### config.mk
export PLATFORM = sky130hd
export DESIGN_NAME = gpio_pull_port
export DESIGN_NICKNAME = d
export VERILOG_FILES = /design/src/rtl/gpio_pkg.sv /design/src/rtl/gpio_rst_sync.sv /design/src/rtl/gpio_sync.sv /design/src/rtl/gpio_regs.sv /design/src/rtl/gpio_edge.sv /design/src/rtl/gpio_pull_port.sv
export SDC_FILE = /design/constraint.sdc
export NUM_CORES = 1
export LEC_CHECK = 0
export BUFFER_PORTS_ARGS = -buffer_cell sky130_fd_sc_hd__clkbuf_2
export CORE_MARGIN = 2
export CORE_UTILIZATION = 45
export DETAILED_ROUTE_END_ITERATION = 16
export PLACE_DENSITY = 0.82
export SKIP_CTS_REPAIR_TIMING = 1
export SLEW_MARGIN = 20
export SYNTH_ARGS = -nofsm -noshare
export SYNTH_HDL_FRONTEND = slang
export SYNTH_SLANG_ARGS = --single-unit
### constraint.sdc
create_clock -name clk -period 2 [get_ports clk]
set_input_delay 0.2 -clock clk [delete_from_list [all_inputs] [get_ports clk]]
set_output_delay 0.2 -clock clk [all_outputs]
set_load 0.01 [all_outputs]
### src/rtl/gpio_pkg.sv
package gpio_pkg;

  typedef enum logic [1:0] {
    PAD_SINK   = 2'd0,
    PAD_PULLUP = 2'd1,
    PAD_FLOAT  = 2'd2
  } pad_mode_e;

  // Output bit and active-low pull bit select the pad behaviour.
  function automatic pad_mode_e pad_mode(input logic out_bit, input logic pull_bit);
    if (!out_bit)      return PAD_SINK;
    else if (!pull_bit) return PAD_PULLUP;
    else               return PAD_FLOAT;
  endfunction

  // Pull bit 0 selects a falling edge, 1 selects a rising edge.
  function automatic logic edge_hit(input logic pol_rise, input logic now_lvl,
                                    input logic old_lvl);
    return pol_rise ? (now_lvl & ~old_lvl) : (~now_lvl & old_lvl);
  endfunction

endpackage

### src/rtl/gpio_rst_sync.sv
module gpio_rst_sync (
  input  logic clk,
  input  logic rst_n,
  output logic rst_sync_n
);
  logic [1:0] chain_q;

  always_ff @(posedge clk or negedge rst_n) begin
    if (!rst_n) chain_q <= 2'b00;
    else        chain_q <= {chain_q[0], 1'b1};
  end

  assign rst_sync_n = chain_q[1];
endmodule

### src/rtl/gpio_sync.sv
module gpio_sync #(
  parameter int WIDTH  = 8,
  parameter int STAGES = 2
) (
  input  logic             clk,
  input  logic             rst_n,
  input  logic [WIDTH-1:0] d,
  output logic [WIDTH-1:0] q
);
  logic [WIDTH-1:0] stage_q [STAGES];

  for (genvar g = 0; g < STAGES; g++) begin : g_stage
    if (g == 0) begin : g_first
      always_ff @(posedge clk or negedge rst_n) begin
        if (!rst_n) stage_q[g] <= '1;
        else        stage_q[g] <= d;
      end
    end else begin : g_next
      always_ff @(posedge clk or negedge rst_n) begin
        if (!rst_n) stage_q[g] <= '1;
        else        stage_q[g] <= stage_q[g-1];
      end
    end
  end

  assign q = stage_q[STAGES-1];
endmodule

### src/rtl/gpio_regs.sv
module gpio_regs #(
  parameter int                WIDTH     = 8,
  parameter int                ADDR_W    = 8,
  parameter logic [ADDR_W-1:0] DATA_ADDR = 8'h00,
  parameter logic [ADDR_W-1:0] PULL_ADDR = 8'h08
) (
  input  logic              clk,
  input  logic              rst_n,
  input  logic [ADDR_W-1:0] bus_addr,
  input  logic              bus_wr,
  input  logic [WIDTH-1:0]  bus_wdata,
  output logic [WIDTH-1:0]  out_q,
  output logic [WIDTH-1:0]  pull_q
);
  logic             out_en, pull_en;
  logic [WIDTH-1:0] out_d, pull_d;

  always_comb begin
    out_en  = bus_wr && (bus_addr == DATA_ADDR);
    pull_en = bus_wr && (bus_addr == PULL_ADDR);
    out_d   = bus_wdata;
    pull_d  = bus_wdata;
  end

  always_ff @(posedge clk or negedge rst_n) begin
    if (!rst_n)      out_q <= '1;
    else if (out_en) out_q <= out_d;
  end

  always_ff @(posedge clk or negedge rst_n) begin
    if (!rst_n)       pull_q <= '0;
    else if (pull_en) pull_q <= pull_d;
  end
endmodule

### src/rtl/gpio_edge.sv
module gpio_edge #(
  parameter int WIDTH = 8
) (
  input  logic             clk,
  input  logic             rst_n,
  input  logic [WIDTH-1:0] level,
  input  logic [WIDTH-1:0] pol_rise,
  output logic [WIDTH-1:0] irq
);
  logic [WIDTH-1:0] prev_q, irq_q, irq_d;

  for (genvar i = 0; i < WIDTH; i++) begin : g_bit
    always_comb irq_d[i] = gpio_pkg::edge_hit(pol_rise[i], level[i], prev_q[i]);
  end

  always_ff @(posedge clk or negedge rst_n) begin
    if (!rst_n) begin
      prev_q <= '1;
      irq_q  <= '0;
    end else begin
      prev_q <= level;
      irq_q  <= irq_d;
    end
  end

  assign irq = irq_q;
endmodule

### src/rtl/gpio_pull_port.sv
module gpio_pull_port #(
  parameter int                WIDTH     = 8,
  parameter int                ADDR_W    = 8,
  parameter logic [ADDR_W-1:0] DATA_ADDR = 8'h00,
  parameter logic [ADDR_W-1:0] PULL_ADDR = 8'h08
) (
  input  logic              clk,
  input  logic              rst_n,
  input  logic [ADDR_W-1:0] bus_addr,
  input  logic              bus_wr,
  input  logic [WIDTH-1:0]  bus_wdata,
  output logic [WIDTH-1:0]  bus_rdata,
  input  logic [WIDTH-1:0]  pin_in,
  output logic [WIDTH-1:0]  drive_low_o,
  output logic [WIDTH-1:0]  pullup_o,
  output logic [WIDTH-1:0]  irq_o
);
  localparam int SYNC_STAGES = 2;

  logic             rst_sync_n;
  logic [WIDTH-1:0] out_q, pull_q, pin_lvl;

  gpio_rst_sync u_rst (
    .clk        (clk),
    .rst_n      (rst_n),
    .rst_sync_n (rst_sync_n)
  );

  gpio_regs #(
    .WIDTH(WIDTH), .ADDR_W(ADDR_W), .DATA_ADDR(DATA_ADDR), .PULL_ADDR(PULL_ADDR)
  ) u_regs (
    .clk       (clk),
    .rst_n     (rst_sync_n),
    .bus_addr  (bus_addr),
    .bus_wr    (bus_wr),
    .bus_wdata (bus_wdata),
    .out_q     (out_q),
    .pull_q    (pull_q)
  );

  gpio_sync #(.WIDTH(WIDTH), .STAGES(SYNC_STAGES)) u_sync (
    .clk   (clk),
    .rst_n (rst_sync_n),
    .d     (pin_in),
    .q     (pin_lvl)
  );

  gpio_edge #(.WIDTH(WIDTH)) u_edge (
    .clk      (clk),
    .rst_n    (rst_sync_n),
    .level    (pin_lvl),
    .pol_rise (pull_q),
    .irq      (irq_o)
  );

  for (genvar i = 0; i < WIDTH; i++) begin : g_pad
    gpio_pkg::pad_mode_e mode;
    always_comb begin
      mode           = gpio_pkg::pad_mode(out_q[i], pull_q[i]);
      drive_low_o[i] = (mode == gpio_pkg::PAD_SINK);
      pullup_o[i]    = (mode == gpio_pkg::PAD_PULLUP);
    end
  end

  always_comb bus_rdata = (bus_addr == DATA_ADDR) ? pin_lvl : '0;
endmodule

==> results of run 1 <==
==> sequential cells by signal (all words and copies together) (netlist names) <==
signal          count
u_rst.chain_q       2
u_sync.q            8
u_edge.irq          8
u_regs.out_q        8
u_regs.pull_q       8
u_edge.prev_q       8
u_sync.stage_q      8
==> worst reg2reg max path: cells and delay by family, from the launching register on <==
family / cells / cell delay [ns]
compound gates: 1 / 0.19
flops: 1 / 0.56
simple gates: 1 / 0.05
==> where the power goes <==
| group | internal, mW | switching, mW |
|---|---|---|
| logic | 0.0739 | 0.0723 |
| registers | 1.09 | 0.0381 |
| clock network | 0.247 | 0.321 |
| total | 1.41 | 0.431 |
==> logic make-up after synthesis <==
| kind of cell | Yosys count | synth area share, % |
|---|---|---|
| other cells | 1 | 0.207 |
| flops | 50 | 71.3 |
| mux | 16 | 9.94 |
| buf+inv | 8 | 1.66 |
| simple gates | 45 | 14.7 |
| compound gates | 8 | 2.21 |
==> cell usage in the layout, fill, tap and decap left out <==
cell / instances
dfstp_2: 32
clkbuf_1: 1
clkinv_2: 1
inv_1: 8
nor3_1: 1
dfrtp_2: 1
clkbuf_2: 58
mux2_1: 1
and3_2: 8
conb_1: 1
nor2_1: 16
nand2_1: 16
o21ai_0: 8
nand3_4: 1
clkbuf_8: 5
mux2_2: 15
nand4_4: 1
buf_4: 2
buf_12: 1
dfrtp_1: 17
nor4_4: 2
dlygate4sd3_1: 9
clkinv_4: 1
==> area by class of cell <==
type / count / area, um^2 / share of cell area [%]
sequential: 50 / 1290 / 54.4
tap: 50 / 62.6 / 2.63
clock inverter: 2 / 13.8 / 0.579
inverter: 8 / 30.0 / 1.26
timing repair buffer: 70 / 415 / 17.5
multi-input combinational: 70 / 490 / 20.6
clock buffer: 6 / 72.6 / 3.05
==> metal layers <==
layer / part of all wire (%) / routed length (um) / vias to the layer above / track usage (%)
li1: - / - / 577 / -
met1: 44 / 1500 / 579 / 20.5
met2: 48 / 1640 / 42 / 24.3
met3: 6.7 / 227 / 5 / 5.00
met4: 1.1 / 36 / 0 / 5.36
met5: 0 / 0 / - / 0
==> path summary, 6_finish.rpt <==
| path | from | endpoint | slack, ns | cells past startpoint |
|---|---|---|---|---|
| worst max register to register | u_sync.q[1]$_DFF_PN1_ | u_edge.irq[1]$_DFF_PN0_ | 1.12 | 2 |
| worst min-delay path | bus_wdata[7] | u_regs.out_q[7]$_DFFE_PN1P_ | 0.15 | 2 |
| worst max-delay path | u_sync.q[3]$_DFF_PN1_ | bus_rdata[3] | 0.63 | 2 |
| worst min register to register | u_rst.chain_q[1]$_DFF_PN0_ | u_edge.irq[4]$_DFF_PN0_ | 0.24 | 0 |
| min in group asynchronous | rst_n | u_rst.chain_q[1]$_DFF_PN0_ | 0.22 | 2 |
| max in group asynchronous | u_rst.chain_q[1]$_DFF_PN0_ | u_sync.stage_q[8]$_DFF_PN1_ | 1.18 | 1 |
==> per-stage QoR <==
step | hold slack [ns] | power, mW
2_1_floorplan | -0.0956 | 1.19
3_3_place_gp | -0.0123 | 1.27
3_5_place_dp | -0.0118 | 1.28
4_1_cts | -0.333 | 1.83
5_1_grt | 0.146 | 1.91
6_report | 0.147 | 1.84
==> run metrics, run 1 <==
Final #Nets=232; RSZ-0062 raised after global routing=false; Gate Count Post-Synth=128; # port buffers=58; Synth top area share=46.4%; Final Cycle Share=68.4%; maximum resistive drop on vdd=0.521 mV; Die Wd=67.5 um; CTS Buf Count=5; Slew HR=66.4%; Post-DP HPWL=2460 um; wire per inst=13.3 um; flops & latches, synth=50; layout cell share with drive strength beyond 1=62.1%; Fmax achieved=731 MHz; crit path DAT=1.17 ns; via count of the first global-routing pass=1061; first-pass GRT wire length=5000 um; Clock Skew=0.00452 ns; CTS tree=yes; Slew Viols, Final=0; crit-path max FO=4; maximum clock insertion buffer count=2; Mean Syn Cell Area=14.2 um^2; setup_tns=0 ns; worst path buffer plus inverter count=1; most frequent cell after synthesis=dfstp_2; Die Ht=67.5 um; Ys Warns=0; core area=3940 um^2; status=finished clean; utilization of the core after routing=60.3%; critical path cell sequence=and3_2, clkbuf_2; synth cell count leaders=dfstp_2 (32), dfrtp_1 (18), nand2_1 (16), nor2_1 (16), mux2_2 (15); syn nets=155; Via Count=1203; slowest cell delay on critical path=0.57 ns; fin cells=256; Post-Route WL=3400 um; root buffer cell=clkbuf_8; top cells by area, synth=dfstp_2 (46%), dfrtp_1 (25%), mux2_2 (9.3%); asr flop ratio synth=100%; # setup viols final=0; leading area contributor after synthesis=dfstp_2; Initial Util=46.0%; Primary FF master, synth=dfstp_2; final instance area=2380 um^2; largest net degree at the start of global routing=27; Worst path slowest cell=dfstp_2; Post-DRT Antenna Nets=0; gr usage total=15.5%; IO Count=59; LEAKAGE=1.16 nW; Total Die Area=4550 um^2; Pwr Density=774 nW/um^2; Max Cap Viol=0; # rows=23; final worst slack=0.632 ns; FILL cells=296; clock sink count=50; # DRC=0; placed instance area=2200 um^2; Top Family by Delay on Critical Path=flip-flops; Worst-Margin Slew=0.504 ns; grt ovf=0; Worst setup SP type=flop; Final Hold Fails=0; Netlist cell types=14; Required @ worst endpoint=1.80 ns; CP Capture Type=output port; area growth from synthesis to layout=31.2%; Placer Congestion=0.712; fraction of the yosys area taken by sequential cells=71.3%; critical setup path kind=reg2out; Tmin final=1.37 ns; worst skew pair latency=0.30 ns; DR iter-0 viols=23; htree depth=2; Mapped Area=1810 um^2; Vias/cell=4.70; dpl ws=0.498 ns; Post-synth EDFFs=0; placed insts=239; clk slew on worst S/H paths=0.09 ns; initial antenna violation count=0; drt pass-1 iters=3; antenna diode count=0; HP Class=in2reg
No activity file was read; power rests on OpenSTA's default activity.
==> run 2, diff against run 1 <==
- clock period: 2 -> 1.36 ns (I/O delays scaled with it)
==> run 2 against run 1 <==
Compared with the run above:
- critical path depth did not move
- clock skew fell by 0.0015 ns
- register-to-register slack got worse by 0.69 ns
- clock power rose by 76%
- worst hold slack got worse by 0.074 ns
- worst setup slack got worse by 0.58 ns
- non-clock buffer count rose by 7
- combinational power rose by 60%
- final cell count rose by 2.7%
- first-iteration DRC count did not move
- highest routed layer unchanged
==> run metrics, run 2 (synthesis gave the netlist of run 1 again) <==
status=finished clean; # rows=23; antenna diode count=0; utilization of the core after routing=61.9%; gr usage total=15.9%; Tmin final=1.31 ns; CTS Buf Count=5; Initial Util=46.0%; core area=3940 um^2; Pwr Density=1180 nW/um^2; # setup viols final=0; Post-DP HPWL=2580 um; metal3 WL=264 um; Die Wd=67.5 um; # port buffers=58; # DRC=0; htree depth=2; Slew Viols, Final=0; Total Die Area=4550 um^2; Vias/cell=4.70; Post-Route WL=3420 um; crit path DAT=1.18 ns; LEAKAGE=1.19 nW; CTS tree=yes; Post-DRT Antenna Nets=0; maximum resistive drop on vdd=0.940 mV; first-pass GRT wire length=5100 um; Max Cap Viol=0; root buffer cell=clkbuf_8; CP Capture Type=output port; DR iter-0 viols=23; initial antenna violation count=0; maximum clock insertion buffer count=2; via count of the first global-routing pass=1113; layout cell share with drive strength beyond 1=62.9%; FILL cells=302; Required @ worst endpoint=1.22 ns; Final Hold Fails=0; crit-path max FO=4; area growth from synthesis to layout=34.7%; clock sink count=50; metal2 WL=1600 um; drt pass-1 iters=4; IO Count=59; Fmax achieved=763 MHz; wire per inst=13.0 um; Placer Congestion=0.762; commonest non-fill, non-tap cell in the layout=clkbuf_2; largest net degree at the start of global routing=30; Hold Slack=0.0731 ns; Final Cycle Share=96.4%; Clock Skew=0.00303 ns; clk slew on worst S/H paths=0.08 ns; worst skew pair latency=0.30 ns; DR top layer=met4; most frequent cells in the layout=clkbuf_2 (58), dfstp_2 (32), dfrtp_1 (17); Die Ht=67.5 um; critical setup path kind=reg2out; grt ovf=0; HP Class=in2reg; Final #Nets=239; Worst setup SP type=flop; Via Count=1237; met1 WL=1500 um
==> run 2: changes by cell type in the layout (fill, tap and decap cells not counted), sizes merged <==
cell    before  now
buf          3   10
clkbuf      64   65
clkinv       2    0
bufinv       0    1
==> run 2: per-stage QoR <==
stage          setup TNS, ns  std cells  total power [mW]  cell area [um^2]  setup WS (ns)
3_3_place_gp               0        244              1.87              2230        0.00864
6_report                   0        263              2.88              2440         0.0487
5_1_grt             -0.00136        263              2.99              2440       -0.00136
3_5_place_dp          -0.207        244              1.88              2230        -0.0316
4_1_cts                    0        252              2.88              2330         0.0144
2_1_floorplan              0        128              1.75              1810         0.0999
==> run 2: critical path, stage by stage, from the launching register on <==
cell	delay [ns]
dfstp_2	0.57
and3_4	0.19
clkbuf_2	0.12
==> run 2: report_power, final <==
group | leakage, nW | switching, mW | internal, mW
logic | 0.571 | 0.119 | 0.114
clock network | 0.0524 | 0.453 | 0.550
registers | 0.571 | 0.0437 | 1.60
==> run 2: worst paths after layout <==
kind | end | cells past startpoint | startpoint | slack, ns
max | bus_rdata[2] | 2 | u_sync.q[2]$_DFF_PN1_ | 0.05
min | u_regs.out_q[7]$_DFFE_PN1P_ | 2 | bus_wdata[7] | 0.07
max reg2reg | u_edge.irq[7]$_DFF_PN0_ | 4 | u_sync.q[7]$_DFF_PN1_ | 0.43
min reg2reg | u_regs.pull_q[4]$_DFFE_PN0P_ | 1 | u_rst.chain_q[1]$_DFF_PN0_ | 0.23
max in group asynchronous | u_edge.prev_q[1]$_DFF_PN1_ | 1 | u_rst.chain_q[1]$_DFF_PN0_ | 0.78
min in group asynchronous | u_rst.chain_q[0]$_DFF_PN0_ | 2 | rst_n | 0.14
==> run 2: final cells by class <==
cell class / instances / area [um^2] / area share (%)
Multi-Input combinational cell: 70 / 494 / 20.2
Clock inverter: 1 / 30.0 / 1.23
Tap cell: 50 / 62.6 / 2.56
Clock buffer: 7 / 76.3 / 3.13
Inverter: 8 / 30.0 / 1.23
Sequential cell: 50 / 1290 / 52.9
Timing Repair Buffer: 77 / 455 / 18.7
==> run 2: layer usage <==
metal / GRT usage (%) / up-vias
met5: 0 / -
met4: 6.12 / 0
li1: - / 585
met1: 20.2 / 600
met3: 6.67 / 6
met2: 24.4 / 46
==> run 3, diff against run 2 <==
- CELL_PAD_IN_SITES_DETAIL_PLACEMENT: not set -> 1
- CELL_PAD_IN_SITES_GLOBAL_PLACEMENT: not set -> 2
- CORE_UTILIZATION: 45 -> 32
- PLACE_DENSITY: 0.82 -> 0.87
==> run 3 against run 2 <==
Compared with the run above:
- register-to-register slack gained 0.02 ns
- via count shrank 0.57%
- count of clock-buffer cells in the layout is the same
- wire length grew 10%
- sequential share of layout area grew 0.55 points
- clock power shrank 15%
- sequential power is essentially flat
- non-clock buffer count shrank 7
- largest power group unchanged
==> run metrics, run 3 (synthesis gave the netlist of run 1 again) <==
FILL cells=620; Post-Route WL=3780 um; first-pass GRT wire length=5990 um; Total Die Area=6280 um^2; HP Class=in2reg; critical setup path kind=reg2out; Pwr Density=1130 nW/um^2; Post-DRT Antenna Nets=0; clk slew on worst S/H paths=0.08 ns; LEAKAGE=1.16 nW; Vias/cell=4.42; Post-DP HPWL=2880 um; Final #Nets=232; crit path DAT=1.15 ns; maximum resistive drop on vdd=0.700 mV; root buffer cell=clkbuf_8; gr usage total=12.7%; CP Capture Type=output port; Worst setup SP type=flop; # DRC=0; Initial Util=33.1%; most frequent cells in the layout=clkbuf_2 (58), dfstp_2 (32), dfrtp_1 (17); grt ovf=0; crit-path max FO=4; # port buffers=58; drt pass-1 iters=4; Slew Viols, Final=0; layout cell share with drive strength beyond 1=62.6%; Tmin final=1.29 ns; clock sink count=50; # setup viols final=0; IO Count=59; core area=5470 um^2; Clock Skew=0.00468 ns; maximum clock insertion buffer count=2; CTS tree=yes; DR iter-0 viols=34; Die Ht=79.2 um; initial antenna violation count=0; htree depth=2; status=finished clean; worst skew pair latency=0.29 ns; largest net degree at the start of global routing=49; Max Cap Viol=0; commonest non-fill, non-tap cell in the layout=clkbuf_2; setup_tns=0 ns; area growth from synthesis to layout=33.4%; utilization of the core after routing=44.1%; CTS Buf Count=5; Placer Congestion=0.787; antenna diode count=0; final worst slack=0.0716 ns; Fmax achieved=776 MHz; Via Count=1230; Final Cycle Share=94.7%; wire per inst=13.6 um; Die Wd=79.2 um; Required @ worst endpoint=1.22 ns; Final Hold Fails=0; # rows=27; via count of the first global-routing pass=1277; dpl ws=-0.00669 ns
[run 3: changes by cell type in the layout (fill, tap and decap cells not counted)]
cell       previous run  this run
buf_4                10         2
buf_12                0         1
bufinv_16             1         0
clkbuf_1              2         1
clkbuf_8              5         6
clkinv_2              0         1
nor2_1               16        15
nor2_2                0         1
[run 3: power breakdown]
| group | internal [mW] | total [mW] | switching (mW) |
|---|---|---|---|
| sequential | 1.60 | 1.64 | 0.0442 |
| clock | 0.410 | 0.845 | 0.435 |
| combinational | 0.109 | 0.232 | 0.123 |
[run 3: through the flow]
| step | instances | power (mW) | area, um^2 | hold WS (ns) |
|---|---|---|---|---|
| detailed placement | 261 | 1.89 | 2230 | -0.0748 |
| floorplan | 128 | 1.75 | 1810 | -0.160 |
| global placement | 261 | 1.87 | 2230 | -0.0764 |
| CTS | 269 | 2.75 | 2320 | -0.397 |
| global route | 278 | 2.87 | 2420 | 0.0668 |
| finish | 278 | 2.72 | 2420 | 0.0795 |
[run 3: critical path, cell delays in order (launching register included)]
cell and delay [ns]:
dfstp_2 0.56, and3_2 0.17, clkbuf_2 0.13
[run 3: layout make-up]
type	count	area (um^2)	area share [%]
clock buffers	7	86.3	3.57
clock inverters	1	5.00	0.207
inverters	8	30.0	1.24
multi-input cells	70	497	20.6
flip-flops and latches	50	1290	53.5
well taps	72	90.1	3.73
repair buffers	70	415	17.2
[run 3: routing by layer]
layer | vias up | track usage (%) | part of all wire, %
met5 | - | 0 | 0
met1 | 606 | 15.6 | 44
met3 | 9 | 2.16 | 3.9
met4 | 0 | 6.38 | 2.2
li1 | 574 | - | -
met2 | 41 | 21.7 | 49
[run 3: final timing paths]
path                                            start                      endpoint  cells past startpoint  slack [ns]
hold reg to reg            u_rst.chain_q[1]$_DFF_PN0_  u_regs.pull_q[1]$_DFFE_PN0P_                      1        0.24
min in group asynchronous                       rst_n    u_rst.chain_q[0]$_DFF_PN0_                      2        0.16
hold / removal                           bus_wdata[7]   u_regs.out_q[7]$_DFFE_PN1P_                      2        0.08
setup / recovery                u_sync.q[3]$_DFF_PN1_                  bus_rdata[3]                      2        0.07
max in group asynchronous  u_rst.chain_q[1]$_DFF_PN0_  u_sync.stage_q[12]$_DFF_PN1_                      1        0.84
setup reg to reg                u_sync.q[0]$_DFF_PN1_       u_edge.irq[0]$_DFF_PN0_                      2        0.45
